<file path="src/rtl/stack_seq_pkg.sv">
package stack_seq_pkg;
  typedef enum logic [2:0] {
    OP_PUSH  = 3'd0,
    OP_POP   = 3'd1,
    OP_PUSHF = 3'd2,
    OP_POPF  = 3'd3,
    OP_CALL  = 3'd4,
    OP_RET   = 3'd5,
    OP_RSV6  = 3'd6,
    OP_RSV7  = 3'd7
  } op_e;

  typedef enum logic [1:0] {
    TGT_IMM  = 2'd0,
    TGT_REG  = 2'd1,
    TGT_MEM  = 2'd2,
    TGT_MEMX = 2'd3
  } tgt_e;

  typedef enum logic [1:0] {
    ST_IDLE  = 2'd0,
    ST_FETCH = 2'd1,
    ST_WRITE = 2'd2,
    ST_READ  = 2'd3
  } state_e;
endpackage

</file>
<file path="src/rtl/stack_seq_ctrl.sv">
module stack_seq_ctrl
  import stack_seq_pkg::*;
(
  input  logic   clk_i,
  input  logic   rst_ni,
  input  logic   start_i,
  input  op_e    op_i,
  input  tgt_e   mode_i,
  input  logic   mem_ready_i,
  output logic   accept_o,
  output state_e state_o,
  output op_e    op_q_o,
  output logic   done_o
);
  state_e state_q, state_d;
  op_e    op_q;
  logic   done_q;
  logic   finish;
  logic   indirect;

  assign accept_o = (state_q == ST_IDLE) && start_i;
  assign indirect = (mode_i == TGT_MEM) || (mode_i == TGT_MEMX);

  always_comb begin
    state_d = state_q;
    finish  = 1'b0;
    unique case (state_q)
      ST_IDLE: begin
        if (start_i) begin
          unique case (op_i)
            OP_PUSH, OP_PUSHF:        state_d = ST_WRITE;
            OP_POP, OP_POPF, OP_RET:  state_d = ST_READ;
            OP_CALL:                  state_d = indirect ? ST_FETCH : ST_WRITE;
            default:                  finish  = 1'b1;  // undefined code: complete at once
          endcase
        end
      end
      ST_FETCH: if (mem_ready_i) state_d = ST_WRITE;
      ST_WRITE, ST_READ: begin
        if (mem_ready_i) begin
          state_d = ST_IDLE;
          finish  = 1'b1;
        end
      end
      default: state_d = ST_IDLE;
    endcase
  end

  always_ff @(posedge clk_i or negedge rst_ni) begin
    if (!rst_ni) begin
      state_q <= ST_IDLE;
      op_q    <= OP_PUSH;
      done_q  <= 1'b0;
    end else begin
      state_q <= state_d;
      done_q  <= finish;
      if (accept_o) op_q <= op_i;
    end
  end

  assign state_o = state_q;
  assign op_q_o  = op_q;
  assign done_o  = done_q;
endmodule

</file>
<file path="src/rtl/stack_seq_regs.sv">
module stack_seq_regs
  import stack_seq_pkg::*;
#(
  parameter int unsigned          DW     = 32,
  parameter logic [DW-1:0]        SP_RST = '0,
  parameter logic [DW-1:0]        IP_RST = '0
) (
  input  logic          clk_i,
  input  logic          rst_ni,
  input  logic          accept_i,
  input  op_e           op_i,
  input  tgt_e          mode_i,
  input  logic [DW-1:0] imm_i,
  input  logic [DW-1:0] reg_val_i,
  input  logic [DW-1:0] flags_i,
  input  logic [DW-1:0] ret_addr_i,
  input  state_e        state_i,
  input  op_e           op_q_i,
  input  logic          mem_ready_i,
  input  logic [DW-1:0] mem_rdata_i,
  output logic [DW-1:0] sp_o,
  output logic [DW-1:0] ip_o,
  output logic [DW-1:0] load_o,
  output logic          reg_we_o,
  output logic          flags_we_o,
  output logic [DW-1:0] mem_addr_o,
  output logic [DW-1:0] mem_wdata_o
);
  localparam logic [DW-1:0] STEP = DW'(DW / 8);

  logic [DW-1:0] sp_q, ip_q, load_q, wdata_q, tgt_q;
  logic          reg_we_q, flags_we_q;
  logic [DW-1:0] sp_dec, sp_inc;

  assign sp_dec = sp_q - STEP;
  assign sp_inc = sp_q + STEP;

  always_ff @(posedge clk_i or negedge rst_ni) begin
    if (!rst_ni) begin
      sp_q       <= SP_RST;
      ip_q       <= IP_RST;
      load_q     <= '0;
      wdata_q    <= '0;
      tgt_q      <= '0;
      reg_we_q   <= 1'b0;
      flags_we_q <= 1'b0;
    end else begin
      reg_we_q   <= 1'b0;
      flags_we_q <= 1'b0;
      if (accept_i) begin
        unique case (op_i)
          OP_PUSHF: wdata_q <= flags_i;
          OP_CALL:  wdata_q <= ret_addr_i;
          default:  wdata_q <= reg_val_i;
        endcase
        // tgt_q holds the target, or the indirect address until the fetch returns
        tgt_q <= (mode_i == TGT_IMM) ? imm_i : reg_val_i;
      end
      if (mem_ready_i) begin
        unique case (state_i)
          ST_FETCH: tgt_q <= mem_rdata_i;
          ST_WRITE: begin
            sp_q <= sp_dec;
            if (op_q_i == OP_CALL) ip_q <= tgt_q;
          end
          ST_READ: begin
            sp_q <= sp_inc;
            if (op_q_i == OP_RET) begin
              ip_q <= mem_rdata_i;
            end else begin
              load_q     <= mem_rdata_i;
              reg_we_q   <= (op_q_i == OP_POP);
              flags_we_q <= (op_q_i == OP_POPF);
            end
          end
          default: ;
        endcase
      end
    end
  end

  always_comb begin
    unique case (state_i)
      ST_FETCH: mem_addr_o = tgt_q;
      ST_WRITE: mem_addr_o = sp_dec;
      default:  mem_addr_o = sp_q;
    endcase
  end

  assign mem_wdata_o = wdata_q;
  assign sp_o        = sp_q;
  assign ip_o        = ip_q;
  assign load_o      = load_q;
  assign reg_we_o    = reg_we_q;
  assign flags_we_o  = flags_we_q;
endmodule

</file>
<file path="src/rtl/stack_seq.sv">
module stack_seq
  import stack_seq_pkg::*;
#(
  parameter int unsigned   DW     = 32,
  parameter logic [DW-1:0] SP_RST = DW'(32'h0000_1000),
  parameter logic [DW-1:0] IP_RST = '0
) (
  input  logic          clk_i,
  input  logic          rst_ni,
  input  logic          start_i,
  input  logic [2:0]    op_i,
  input  logic [1:0]    tgt_mode_i,
  input  logic [DW-1:0] imm_i,
  input  logic [DW-1:0] reg_val_i,
  input  logic [DW-1:0] flags_i,
  input  logic [DW-1:0] ret_addr_i,
  output logic          busy_o,
  output logic          done_o,
  output logic [DW-1:0] load_data_o,
  output logic          reg_we_o,
  output logic          flags_we_o,
  output logic [DW-1:0] sp_o,
  output logic [DW-1:0] ip_o,
  output logic          mem_req_o,
  output logic          mem_we_o,
  output logic [DW-1:0] mem_addr_o,
  output logic [DW-1:0] mem_wdata_o,
  input  logic          mem_ready_i,
  input  logic [DW-1:0] mem_rdata_i
);
  op_e    op_in, op_q;
  tgt_e   mode_in;
  state_e state;
  logic   accept;

  assign op_in   = op_e'(op_i);
  assign mode_in = tgt_e'(tgt_mode_i);

  stack_seq_ctrl u_ctrl (
    .clk_i       (clk_i),
    .rst_ni      (rst_ni),
    .start_i     (start_i),
    .op_i        (op_in),
    .mode_i      (mode_in),
    .mem_ready_i (mem_ready_i),
    .accept_o    (accept),
    .state_o     (state),
    .op_q_o      (op_q),
    .done_o      (done_o)
  );

  stack_seq_regs #(
    .DW     (DW),
    .SP_RST (SP_RST),
    .IP_RST (IP_RST)
  ) u_regs (
    .clk_i       (clk_i),
    .rst_ni      (rst_ni),
    .accept_i    (accept),
    .op_i        (op_in),
    .mode_i      (mode_in),
    .imm_i       (imm_i),
    .reg_val_i   (reg_val_i),
    .flags_i     (flags_i),
    .ret_addr_i  (ret_addr_i),
    .state_i     (state),
    .op_q_i      (op_q),
    .mem_ready_i (mem_ready_i),
    .mem_rdata_i (mem_rdata_i),
    .sp_o        (sp_o),
    .ip_o        (ip_o),
    .load_o      (load_data_o),
    .reg_we_o    (reg_we_o),
    .flags_we_o  (flags_we_o),
    .mem_addr_o  (mem_addr_o),
    .mem_wdata_o (mem_wdata_o)
  );

  assign busy_o    = (state != ST_IDLE);
  assign mem_req_o = busy_o;
  assign mem_we_o  = (state == ST_WRITE);
endmodule

</file>
<file path="config.mk">
export PLATFORM = sky130hd
export DESIGN_NAME = stack_seq
export DESIGN_NICKNAME = d
export VERILOG_FILES = /design/src/rtl/stack_seq_pkg.sv /design/src/rtl/stack_seq_ctrl.sv /design/src/rtl/stack_seq_regs.sv /design/src/rtl/stack_seq.sv
export SDC_FILE = /design/constraint.sdc
export NUM_CORES = 1
export LEC_CHECK = 0
export CORE_ASPECT_RATIO = 1.2
export CORE_MARGIN = 4
export CORE_UTILIZATION = 41
export DETAILED_ROUTE_END_ITERATION = 10
export GPL_TIMING_DRIVEN = 0
export PLACE_DENSITY = 0.87
export SYNTH_ARGS = -nofsm -noshare
export SYNTH_HDL_FRONTEND = slang
export SYNTH_HIERARCHICAL = 1
export SYNTH_SLANG_ARGS = --single-unit
</file>
<file path="constraint.sdc">
create_clock -name clk_i -period 2.99 [get_ports clk_i]
set_clock_uncertainty 0.15 [all_clocks]
set_input_delay 0.598 -clock clk_i [delete_from_list [all_inputs] [get_ports clk_i]]
set_output_delay 0.598 -clock clk_i [all_outputs]
set_load 0.02 [all_outputs]
</file>
==> impl_metrics.toml <==
[run_status]
status = "finished with violations"
violations = "setup timing"

[placement]
io_buffers = 332
pre_cts_ws_ps = -1020
gp_congestion = 1.00
dpl.cell_count = 1686
hpwlAfterDp_um = 30000
dpl-instance-area_mm2 = 0.0131

[grt]
grt_pass1_vias = 10549
grt_pass1_wl_um = 59700
grt_max_degree = 113
grt_overflow = 0
antenna_found_initial = 1
track_usage = 0.300

[setup_path]
crit_slowest_cell = "or4_1"
startpoint = "u_regs/sp_o[15]"
timing.rr.start = "u_regs/sp_o[5]"
path_cells = "nor2_4 > nand3_2 > or4_1 > clkbuf_8 > or4b_4 > nand3_2 > buf_6"
cp_common_cell = "nand3_2"
slowest_delay_ps = 550
cp.arrival_ps = 2740
critPathKind = "register to output port"
cp-end-kind = "output port"
cp.required_ps = 2240
startpoint_type = "register"
crit_fanout = 9

[timing]
drv_slew = 0
tns_ps = -5540
setup_viol = 24
rsz0062_at_grt = "true"
maxSlewHeadroom = 0.473
worst_slack_ps = -497
worst_pin_slew_ps = 786
fin_crit_ps = 3490
hold_violations = 0
timing.fmax_mhz = 287
fin_hold_ws_ps = 323
period_share = 1.17

[hold_path]
hold_class = "register to register"
hold_path.startpoint = "u_ctrl/op_q_o[1]"

[clock_tree]
cts_buffer_depth = 2
path_clk_slew_ps = 60
cts_made_buffers = 17
clk_latency_ps = 420
htree_levels = 4
root_buffer = "clkbuf_16"
clock-sinks = 166
cts_tree = "built"

[cells_and_area]
nFillCells = 1845
utilization = 0.643
postLayoutCellArea_mm2 = 0.0144
syn2layout_area_growth_pct = 54.6
layout-drive-gt1-share = 0.173
fin_cells = 1769
layout.nets = 1652

[power_and_ir_drop]
total_power_mw = 14.5
p_sw_frac = 0.448
p_sw_mw = 6.48
p_int_mw = 7.98
combPwrFrac = 0.578
clkPwrFrac = 0.140
max-vdd-ir-drop_uv = 430
p_leak_nw = 5.67
pwr-share-seq = 0.282
power.density_mw_per_mm2 = 1000

[floorplanning]
core_mm2 = 0.0224
rows = 60
die_x_um = 146
die_h_um = 173
start_util = 0.416
io_pins = 335
die-area_mm2 = 0.0253

[synth]
synth_most_common_cell = "dfrtp_1"
ys_top_cells_by_count = "dfrtp_1, nand2_1, o21ai_0"
synth_top_area_share = 0.442
async_flop_share = 1.00
synth.avg_cell_area_um2 = 8.70
synth_edf_count = 0
ys_seq_area_frac = 0.445
synth_cell_types = 63
synth-seq-cells = 166
synth_cells = 1073
ys.warnings.count = 6
syn-cell-area_mm2 = 0.00934
synth-main-ff-cell = "dfrtp_1"
synth_top_area_cell = "dfrtp_1"
synthTopCellsByArea = "dfrtp_1, o21ai_0, nand2_1"

[drt]
wire_per_inst_um = 22.6
drt_iter0_markers = 985
via_per_inst = 6.00
drc = 0
dr_total_vias = 10617
antenna_left = 0
wirelength_um = 40000
drtPass1Iterations = 8

[run]
max-cap-violations = 0
-- final timing paths --
kind / end / slack, ps / cells past startpoint
max: mem_addr_o[31] / -500 / 7
min: u_regs/reg_we_o / 320 / 1
max reg2reg: u_regs/sp_o[28] / 70 / 8
min reg2reg: u_regs/reg_we_o / 320 / 1
max in group asynchronous: u_regs/sp_o[3] / 1190 / 3
min in group asynchronous: u_regs/load_o[27] / 560 / 2
-- power groups by stage --
| stage | registers (mW) | clock network, mW | logic (mW) |
|---|---|---|---|
| global route | 4.19 | 2.15 | 8.77 |
| CTS | 4.00 | 2.04 | 8.09 |
| floorplan | 4.76 | 0 | 3.18 |
| finish | 4.07 | 2.02 | 8.37 |
| global placement | 3.98 | 0 | 7.52 |
| detailed placement | 4.04 | 0 | 7.64 |
-- critical path, delay by kind of cell, from the launching register on --
family / cells / cell delay (ps)
buffers and inverters: 2 / 270
DFF: 1 / 500
and+or+nand+nor: 5 / 1550
-- flip-flops by register name (all words and copies together), names as in the netlist, 2 cells and up --
register	count
u_ctrl/op_q_o	3
u_ctrl/state_o	2
u_regs/ip_o	32
u_regs/load_o	32
u_regs/mem_wdata_o	32
u_regs/sp_o	30
u_regs/tgt_q	32
-- repair_timing --
| action | 4_1_cts | 5_1_grt |
|---|---|---|
| endpoints found under the hold margin | 53 | 0 |
| hold buffers | 1 | 0 |
| cloned | 0 | 0 |
| endpoints found under the setup margin | 74 | 79 |
| setup buffers | 47 | 16 |
| pin swaps | 21 | 27 |
| gates resized for setup | 207 | 74 |
-- routing by layer --
metal	wire (µm)	share of wire	track usage	vias to the layer above
li1	-	-	-	4684
met1	14200	0.36	0.345	5086
met2	20000	0.50	0.531	697
met3	3520	0.088	0.0575	150
met4	2300	0.057	0.152	0
met5	0	0	0	-
-- kinds of logic after synthesis --
group                      share of synthesized area
adders and majority gates                    0.00670
AOI/OAI and AO/OA                              0.213
muxes                                         0.0765
and+or+nand+nor                                0.180
DFF                                            0.445
other                                       0.000402
xor gates and xnor gates                      0.0263
buffers and inverters                         0.0521
-- layout by cell type, fill, tap and decap left out, types with 33 or more instances in the layout --
cell type        instances
nand3_1                 46
mux2_2                  35
dfrtp_1                155
a22oi_1                 33
buf_4                   66
nor2_1                  78
o21ai_0                112
clkbuf_1                43
nand2_1                134
clkdlybuf4s50_1        299
a31oi_1                 33
a21oi_1                 64
-- cell type report --
type                       instances  area [µm²]  area share
sequential                       166        4170       0.289
tap                              279         349      0.0242
inverter                          33         126     0.00876
antenna                            1        2.50    0.000173
timing repair buffer             395        3840       0.266
multi-input combinational        785        5020       0.348
clock buffer                      20         447      0.0310
clock inverter                    10        76.3     0.00529
buffer                            80         405      0.0281
(Power assumes the default switching activity.)
